===== src/rtl/sdclk_pkg.sv =====
// Shared types for the SD card clock generator.
// Assumes: the divider control is a three-state machine, encoded in two bits.
package sdclk_pkg;

    // States of the divided-clock control machine.
    typedef enum logic [1:0] {
        DIV_IDLE  = 2'd0,   // stopped, output low, may take a new divisor
        DIV_RUN   = 2'd1,   // toggling every N base cycles
        DIV_DRAIN = 2'd2    // enable gone, finishing the current high phase
    } div_state_e;

endpackage


===== src/rtl/sdclk_div_regs.sv =====
// Divisor field registers plus the active divisor copy used by the divider.
// Does: captures the upper and lower field writes only while the enable is low,
//       and copies the assembled divisor into the active register only while
//       both clock paths are stopped and the enable is low.
// Assumes: the write strobes are synchronous to clk and last one cycle.
module sdclk_div_regs #(
    parameter int HI_W = 2,
    parameter int LO_W = 8,
    localparam int DIV_W = HI_W + LO_W
) (
    input  logic             clk,
    input  logic             rst_n,
    input  logic             clk_en,
    input  logic             hi_wr,
    input  logic [HI_W-1:0]  hi_val,
    input  logic             lo_wr,
    input  logic [LO_W-1:0]  lo_val,
    input  logic             paths_idle,
    output logic [DIV_W-1:0] active_div
);

    logic [HI_W-1:0] hi_field;
    logic [LO_W-1:0] lo_field;

    // Capture the field writes; anything written while enabled is dropped.
    always_ff @(posedge clk) begin
        if (!rst_n) begin
            hi_field <= '0;
            lo_field <= '0;
        end else if (!clk_en) begin
            if (hi_wr) hi_field <= hi_val;
            if (lo_wr) lo_field <= lo_val;
        end
    end

    // Copy the assembled divisor while nothing is running.
    always_ff @(posedge clk) begin
        if (!rst_n) begin
            active_div <= '0;
        end else if (!clk_en && paths_idle) begin
            active_div <= {hi_field, lo_field};
        end
    end

    // the fields hold while the enable is high.
    a_r5_fields_hold: assert property (@(posedge clk) disable iff (!rst_n)
        clk_en |=> ($stable(hi_field) && $stable(lo_field)));

    // the active divisor never moves while a clock path is busy.
    a_r6_active_hold: assert property (@(posedge clk) disable iff (!rst_n)
        !paths_idle |=> $stable(active_div));

endmodule


===== src/rtl/sdclk_divider.sv =====
// Divide-by-2N card clock path for N >= 1.
// Does: toggles its output after every N base cycles. On disable it stops low
//       immediately from a low phase, or after finishing a high phase.
//       Flags the low-to-high toggle that closes each full period.
// Assumes: div is held constant whenever busy is high.
module sdclk_divider
    import sdclk_pkg::*;
#(
    parameter int DIV_W = 10
) (
    input  logic             clk,
    input  logic             rst_n,
    input  logic             clk_en,
    input  logic [DIV_W-1:0] div,
    input  logic             gate_open,
    output logic             div_q,
    output logic             busy,
    output logic             period_done
);

    div_state_e       state;
    logic [DIV_W-1:0] cnt;
    logic             last;

    // Marks the final base cycle of the current half period.
    assign last = (cnt == div - DIV_W'(1));

    // Run, drain and stop the divided clock.
    always_ff @(posedge clk) begin
        if (!rst_n) begin
            state <= DIV_IDLE;
            cnt   <= '0;
            div_q <= 1'b0;
        end else begin
            case (state)
                DIV_IDLE: begin
                    if (clk_en && (div != '0) && !gate_open) begin
                        state <= DIV_RUN;
                        cnt   <= '0;
                        div_q <= 1'b1;
                    end
                end
                DIV_RUN: begin
                    if (!clk_en && !div_q) begin
                        state <= DIV_IDLE;
                        cnt   <= '0;
                    end else if (!clk_en && last) begin
                        state <= DIV_IDLE;
                        cnt   <= '0;
                        div_q <= 1'b0;
                    end else if (!clk_en) begin
                        state <= DIV_DRAIN;
                        cnt   <= cnt + DIV_W'(1);
                    end else if (last) begin
                        cnt   <= '0;
                        div_q <= ~div_q;
                    end else begin
                        cnt   <= cnt + DIV_W'(1);
                    end
                end
                DIV_DRAIN: begin
                    if (clk_en) begin
                        state <= DIV_RUN;
                        if (last) begin
                            cnt   <= '0;
                            div_q <= ~div_q;
                        end else begin
                            cnt <= cnt + DIV_W'(1);
                        end
                    end else if (last) begin
                        state <= DIV_IDLE;
                        cnt   <= '0;
                        div_q <= 1'b0;
                    end else begin
                        cnt <= cnt + DIV_W'(1);
                    end
                end
                default: begin
                    state <= DIV_IDLE;
                    cnt   <= '0;
                    div_q <= 1'b0;
                end
            endcase
        end
    end

    // Busy whenever the path is not stopped.
    assign busy = (state != DIV_IDLE);

    // The toggle back to high that closes a full period.
    assign period_done = (state == DIV_RUN) && clk_en && last && !div_q;

    // the half-period counter stays below N.
    a_r4_cnt_in_range: assert property (@(posedge clk) disable iff (!rst_n)
        (state != DIV_IDLE) |-> (cnt < div));

    // draining only happens during a high phase.
    a_r7_drain_high: assert property (@(posedge clk) disable iff (!rst_n)
        (state == DIV_DRAIN) |-> div_q);

    // a stopped divider holds its output low.
    a_r8_idle_low: assert property (@(posedge clk) disable iff (!rst_n)
        (state == DIV_IDLE) |-> !div_q);

endmodule


===== src/rtl/sdclk_bypass_gate.sv =====
// Full-rate path for N = 0: the base clock ANDed with an enable that is
// registered on the falling edge, so the gate only opens or closes while the
// base clock is low.
// Assumes: bypass_sel and clk_en are synchronous to the rising edge.
module sdclk_bypass_gate (
    input  logic clk,
    input  logic rst_n,
    input  logic clk_en,
    input  logic bypass_sel,
    input  logic div_busy,
    output logic gate_open,
    output logic byp_clk
);

    // Register the gate on the falling edge to avoid truncated pulses.
    always_ff @(negedge clk) begin
        if (!rst_n) begin
            gate_open <= 1'b0;
        end else begin
            gate_open <= clk_en && bypass_sel && !div_busy;
        end
    end

    // Gated base clock.
    assign byp_clk = clk & gate_open;

    // the bypass gate and the divider are never active together.
    a_r3_gate_exclusive: assert property (@(posedge clk) disable iff (!rst_n)
        gate_open |-> !div_busy);

endmodule


===== src/rtl/sdclk_stable.sv =====
// Clock-stable flag: set once a full output period is complete, cleared
// at any edge that samples the enable low.
// Assumes: period_done pulses for one cycle at each closing toggle.
module sdclk_stable (
    input  logic clk,
    input  logic rst_n,
    input  logic clk_en,
    input  logic period_done,
    input  logic gate_open,
    output logic stable
);

    logic byp_seen;

    // Remember that the bypass gate was open at the previous rising edge.
    always_ff @(posedge clk) begin
        if (!rst_n) byp_seen <= 1'b0;
        else        byp_seen <= gate_open;
    end

    // Set on a completed period, hold while enabled, clear on disable.
    always_ff @(posedge clk) begin
        if (!rst_n) stable <= 1'b0;
        else        stable <= clk_en && (stable || period_done || (byp_seen && gate_open));
    end

    // a disable sampled at an edge leaves the flag low.
    a_r10_clear: assert property (@(posedge clk) disable iff (!rst_n)
        !clk_en |=> !stable);

endmodule


===== src/rtl/sdcard_clkgen.sv =====
// SD card clock generator top level.
// Does: joins the divisor registers, the divide-by-2N path, the bypass gate
//       and the stable flag. The card clock is the OR of the two paths, which
//       are never active together.
// Assumes: writes and enable are synchronous to base_clk.
module sdcard_clkgen #(
    parameter int HI_W = 2,
    parameter int LO_W = 8,
    localparam int DIV_W = HI_W + LO_W
) (
    input  logic            base_clk,
    input  logic            rst_n,
    input  logic            clk_en,
    input  logic            hi_wr,
    input  logic [HI_W-1:0] hi_val,
    input  logic            lo_wr,
    input  logic [LO_W-1:0] lo_val,
    output logic            card_clk,
    output logic            clk_stable
);

    logic [DIV_W-1:0] active_div;
    logic             div_q;
    logic             div_busy;
    logic             period_done;
    logic             gate_open;
    logic             byp_clk;
    logic             paths_idle;
    logic             bypass_sel;

    // Both paths stopped: a new divisor may be taken.
    assign paths_idle = !div_busy && !gate_open;
    // A zero divisor selects the full-rate path.
    assign bypass_sel = (active_div == '0);

    sdclk_div_regs #(.HI_W(HI_W), .LO_W(LO_W)) u_regs (
        .clk        (base_clk),
        .rst_n      (rst_n),
        .clk_en     (clk_en),
        .hi_wr      (hi_wr),
        .hi_val     (hi_val),
        .lo_wr      (lo_wr),
        .lo_val     (lo_val),
        .paths_idle (paths_idle),
        .active_div (active_div)
    );

    sdclk_divider #(.DIV_W(DIV_W)) u_div (
        .clk         (base_clk),
        .rst_n       (rst_n),
        .clk_en      (clk_en),
        .div         (active_div),
        .gate_open   (gate_open),
        .div_q       (div_q),
        .busy        (div_busy),
        .period_done (period_done)
    );

    sdclk_bypass_gate u_byp (
        .clk        (base_clk),
        .rst_n      (rst_n),
        .clk_en     (clk_en),
        .bypass_sel (bypass_sel),
        .div_busy   (div_busy),
        .gate_open  (gate_open),
        .byp_clk    (byp_clk)
    );

    sdclk_stable u_stable (
        .clk         (base_clk),
        .rst_n       (rst_n),
        .clk_en      (clk_en),
        .period_done (period_done),
        .gate_open   (gate_open),
        .stable      (clk_stable)
    );

    // Card clock from whichever path is active.
    assign card_clk = div_q | byp_clk;

    // reset leaves the stable flag low after the reset edge.
    a_r1_reset_quiet: assert property (@(posedge base_clk)
        !rst_n |=> !clk_stable);

endmodule


===== config.mk =====
export PLATFORM = sky130hd
export DESIGN_NAME = sdcard_clkgen
export DESIGN_NICKNAME = d
export VERILOG_FILES = /design/src/rtl/sdclk_pkg.sv /design/src/rtl/sdclk_div_regs.sv /design/src/rtl/sdclk_divider.sv /design/src/rtl/sdclk_bypass_gate.sv /design/src/rtl/sdclk_stable.sv /design/src/rtl/sdcard_clkgen.sv
export SDC_FILE = /design/constraint.sdc
export NUM_CORES = 1
export LEC_CHECK = 0
export BUFFER_PORTS_ARGS = -buffer_cell sky130_fd_sc_hd__buf_2
export CORE_AREA = 8 8 65 67
export DETAILED_ROUTE_END_ITERATION = 10
export DIE_AREA = 0 0 73 75
export HOLD_SLACK_MARGIN = 0.1
export PLACE_DENSITY = 0.91
export SYNTH_ARGS = -nofsm -noshare
export SYNTH_HDL_FRONTEND = slang
export SYNTH_SLANG_ARGS = --single-unit

===== constraint.sdc =====
create_clock -name base_clk -period 6.2 [get_ports base_clk]
set_input_delay 1.55 -clock base_clk [delete_from_list [all_inputs] [get_ports base_clk]]
set_output_delay 1.55 -clock base_clk [all_outputs]
set_load 0.03 [all_outputs]

# [Word level (Yosys, flattened, before mapping)]
# Index checks and enable logic that the tools add are counted.
[word_totals] input_bits=15 out_inout_bits=2 ff_bits=36 word_cells=71
[op_classes] eq_ne=8 n_addsub=2 bitwise_logic=4 muxes=21 n_reduce_logical=27
[ops] op="$mux W10" count=5
[ops] op="$pmux W10 S3" count=1
[ops] op="$logic_and A1 B1 Y1" count=13
[ops] op="$mux W2" count=6
[ops] op="$add A10 B1 Y10 const B" count=1
[ops] op="$eq A10 B10 Y1" count=1
[ops] op="$logic_not A10 Y1" count=1
[ops] op="$reduce_bool A10 Y1" count=1
[ops] op="$sub A10 B1 Y10 const B" count=1
[ops] op="$mux W1" count=7
[ops] op="$ne A3 B2 Y1 const B" count=2
[ops] op="$pmux W2 S3" count=1
[ops] op="$logic_not A1 Y1" count=4
[ops] op="$ne A4 B2 Y1 const B" count=1
[ops] op="$reduce_and A2 Y1" count=2
[ops] op="$reduce_and A4 Y1" count=1
[ops] op="$pmux W1 S3" count=1
[ops] op="$reduce_and A3 Y1" count=1
[ops] op="$eq A2 B1 Y1 const B" count=1
[ops] op="$eq A2 B2 Y1 const B" count=1
[ops] op="$logic_not A2 Y1" count=1
[ops] op="$logic_or A1 B1 Y1" count=2
[ops] op="$ne A2 B1 Y1 const B" count=1
[ops] op="$ne A2 B2 Y1 const B" count=1
[ops] op="4 further kinds" count=5

# [Depth between registers and ports, before layout]
[logic_depth] depth_word=7 ltp_mapped=9

# [By module]
# Synthesis repeated with hierarchy kept, for this count alone.
[unflattened] cells_unflattened=241 area_unflattened_um2=2124.5
[modules_own_cells] mod="sdclk_divider" area_per_inst_um2=1219.9 instances=1 cells_per_inst=148
[modules_own_cells] mod="sdclk_div_regs" area_per_inst_um2=765.7 instances=1 cells_per_inst=78
[modules_own_cells] mod="sdclk_stable" area_per_inst_um2=61.3 instances=1 cells_per_inst=6
[modules_own_cells] mod="sdclk_bypass_gate" area_per_inst_um2=40.0 instances=1 cells_per_inst=4
[modules_own_cells] mod="sdcard_clkgen" area_per_inst_um2=37.5 instances=1 cells_per_inst=5

==> impl_metrics.toml <==
[status]
result_of_the_run = "completed"

[yosys]
synthSimpleGateAreaFrac = 0.257
mappedNetlistArea_um2 = 1950
synth_unique_cells = 41
synth_fa_ha_area_frac = 0.0385
post_synth_mux_area_share = 0.0976
synth_async_sr_flop_share = 0
synth_top_family_by_area = "simple AND/OR/NAND/NOR gates"
synth_cells = 213
synth_compound_gate_area_share = 0.121
synth-seq-cells = 36
seq_area_frac_synth = 0.370
synth.net_count = 234
syn_avg_cell_area_um2 = 9.15
post_synth_xor_area_fraction = 0.0899
synth-warning-count = 0
synth-main-ff-cell = "dfxtp_1"
synth_enable_flop_cells = 0

[route]
drt_wl_total_mm = 4.03
drt-initial-drc-count = 87
post_drt_wl_per_cell_um = 14.4
detailroute.via_count = 1575
vias_per_cell = 5.63
drcViolationCount = 0
detail-route-antenna-nets = 0
detailedRoute.firstPassIterationCount = 6

[global_routing]
grt_usage = 0.164
grt_max_degree = 30
global_route_wire_length_before_repair_mm = 6.86
grt_antenna_before_repair = 0
first_global_vias = 1540
grt_overflow = 0

[floorplanning]
dieArea_um2 = 5480
die_h_um = 75
design.core.area_um2 = 3230
ioPinCount = 17
die-width_um = 73
placement_rows = 21
initial_standard_cell_utilization_of_the_core = 0.603

[sta]
setup-tns-final_ns = 0
rsz0062_at_grt = "no"
final_hold_viol_count = 0
finalHoldWorstSlack_ns = 0.520
setup_viol = 0
transition_time_at_the_pin_with_the_least_slew_margin_ns = 1.05
max-slew-margin-rel = 0.294
number_of_max_slew_violations_in_the_final_report = 0
fin_clk_skew_ns = 0.0632

[setup_path]
cpPeakStageDelay_ns = 0.41
cp.required_ns = 4.65
cp-end-kind = "primary output"
timing.critical_path.arrival_ns = 4.39
setup.worst_path.start_class = "flip-flop"
critPathSlowestCell = "dfxtp_1"
crit_path_cell_trace = "a21o_1, buf_2"
critical_setup_path_class = "flip-flop to primary output"
crit_path_max_fanout = 5

[pwr]
seqPwrFrac = 0.394
p_sw_frac = 0.349
p_per_area_nw_per_um2 = 320
comb_power_share = 0.294
p_switching_mw = 0.243
internal_power_mw = 0.452
total_leakage_power_nw = 0.884
vdd.ir_drop.worst_mv = 0.257
pwr-share-clk = 0.312
total_power_mw = 0.694

[cells_and_area]
fin_cells = 280
fill_cells = 241
final_net_count = 254
layout_cell_share_with_drive_strength_beyond_1 = 0.167
diodes = 0
synthToLayoutAreaGrowth_pct = 11.4

[cts]
clk_transition_reported_paths_ns = 0.12
clk-insertion-delay-late_ns = 0.52
postCtsHoldBufs = 0
tritoncts = "built"
post-cts-setup-buffers = 0
cts-resized-gates = 0

[placed_design]
place_congestion = 0.848
port_buffers = 16
dpl.hpwl_mm = 2.75
place.detailed.instances = 269

[run]
max-cap-violations = 0

[hold_path]
worstHoldPathType = "flip-flop to flip-flop"
[path summary, 6_finish.rpt]
path | start | end | slack [ns] | depth (start not counted)
min | u_div.state[1]$_SDFFE_PN0P_ | u_div.state[1]$_SDFFE_PN0P_ | 0.52 | 2
max | u_byp.gate_open$_SDFF_NN0_ | card_clk | 0.26 | 2
max reg2reg | u_byp.gate_open$_SDFF_NN0_ | u_regs.active_div[4]$_SDFFE_PN0P_ | 1.45 | 3
min reg2reg | u_div.state[1]$_SDFFE_PN0P_ | u_div.state[1]$_SDFFE_PN0P_ | 0.52 | 2
[worst max-delay path, delay by kind of cell, from the launching register on]
kind | cells | cell delay [ns]
flip-flops | 1 | 0.41
buffers and inverters | 1 | 0.20
AO/OA/AOI/OAI | 1 | 0.16
[final cells by class]
class                   count  area, um2  area share
multi-input cells         163       1180       0.544
flip-flops and latches     36        721       0.332
repair buffers             15       75.1      0.0346
clock buffers               9       65.1      0.0300
well taps                  46       57.6      0.0265
clock inverters             4       46.3      0.0213
inverters                   7       26.3      0.0121
[routing by layer]
metal / share of wire / track usage
met4: 0.028 / 0.0889
met5: 0 / 0
met1: 0.45 / 0.183
met3: 0.057 / 0.0692
met2: 0.46 / 0.261
[synth_stat cells (2+ instances only)]
cell	n	share of area
a21o_1	2	0.0077
a21oi_1	7	0.018
a31o_2	2	0.0090
a31oi_1	4	0.013
and3_1	4	0.013
clkbuf_1	5	0.0096
dfxtp_1	36	0.37
ha_1	6	0.039
inv_1	8	0.015
mux2i_1	19	0.098
nand2_1	13	0.025
nand2b_1	3	0.0096
nand3_1	2	0.0051
nand4_1	5	0.016
nor2_1	18	0.035
nor2b_1	25	0.080
nor3_1	3	0.0077
nor4_1	3	0.0096
nor4b_1	3	0.013
o21a_1	3	0.012
o21ai_0	2	0.0051
or3_1	2	0.0064
or4_4	2	0.012
xnor2_1	10	0.045
xor2_1	10	0.045
[flip-flops by register name, summed over array words and instances, names as in the netlist]
register,count
u_regs.active_div,10
u_div.state,2
u_div.cnt,10
u_regs.hi_field,2
u_stable.byp_seen,1
u_regs.lo_field,8
u_byp.gate_open,1
u_stable.stable,1
u_div.div_q,1
[through the flow]
| stage | utilization | setup slack (ns) | area (um2) |
|---|---|---|---|
| finish | 0.672 | 0.258 | 2170 |
| global route | 0.672 | 0.202 | 2170 |
| CTS | 0.672 | 0.268 | 2170 |
| detailed placement | 0.640 | 0.863 | 2070 |
| global placement | 0.640 | 0.890 | 2070 |
| floorplan | - | 0.927 | 1950 |
[power groups by stage]
stage	Clock [mW]	Combinational, mW	Sequential (mW)
3_3_place_gp	0.0173	0.193	0.277
4_1_cts	0.220	0.203	0.273
5_1_grt	0.234	0.224	0.278
2_1_floorplan	0.0141	0.163	0.272
6_report	0.216	0.204	0.274
3_5_place_dp	0.0173	0.198	0.278
[cells in the final DEF, fill, tap and decap left out, types with 2 or more instances in the layout]
| master | instances |
|---|---|
| nand2_1 | 13 |
| inv_1 | 8 |
| nor4b_1 | 3 |
| and3_1 | 4 |
| nand4_1 | 5 |
| a31o_2 | 2 |
| ha_1 | 6 |
| or4_4 | 2 |
| nor2_1 | 18 |
| clkbuf_4 | 8 |
| a21oi_1 | 7 |
| buf_2 | 16 |
| or3_1 | 2 |
| xnor2_1 | 10 |
| nor3_1 | 2 |
| dfxtp_1 | 36 |
| nor4_1 | 3 |
| xor2_1 | 10 |
| nand2b_1 | 3 |
| nor2b_1 | 25 |
| a31oi_1 | 4 |
| a21o_1 | 2 |
| mux2i_1 | 19 |
| nand3_1 | 2 |
| o21a_1 | 3 |
| o21ai_0 | 2 |
[logic make-up (layout without fill, tap and decap cells)]
| kind of cell | count (synthesis) | count (layout) |
|---|---|---|
| compound gates | 29 | 29 |
| flops | 36 | 36 |
| mux | 19 | 19 |
| xor+xnor | 20 | 20 |
| fa+ha+maj | 6 | 6 |
| simple gates | 89 | 89 |
| buf+inv | 14 | 35 |
Power figures use the tool's default switching activity.
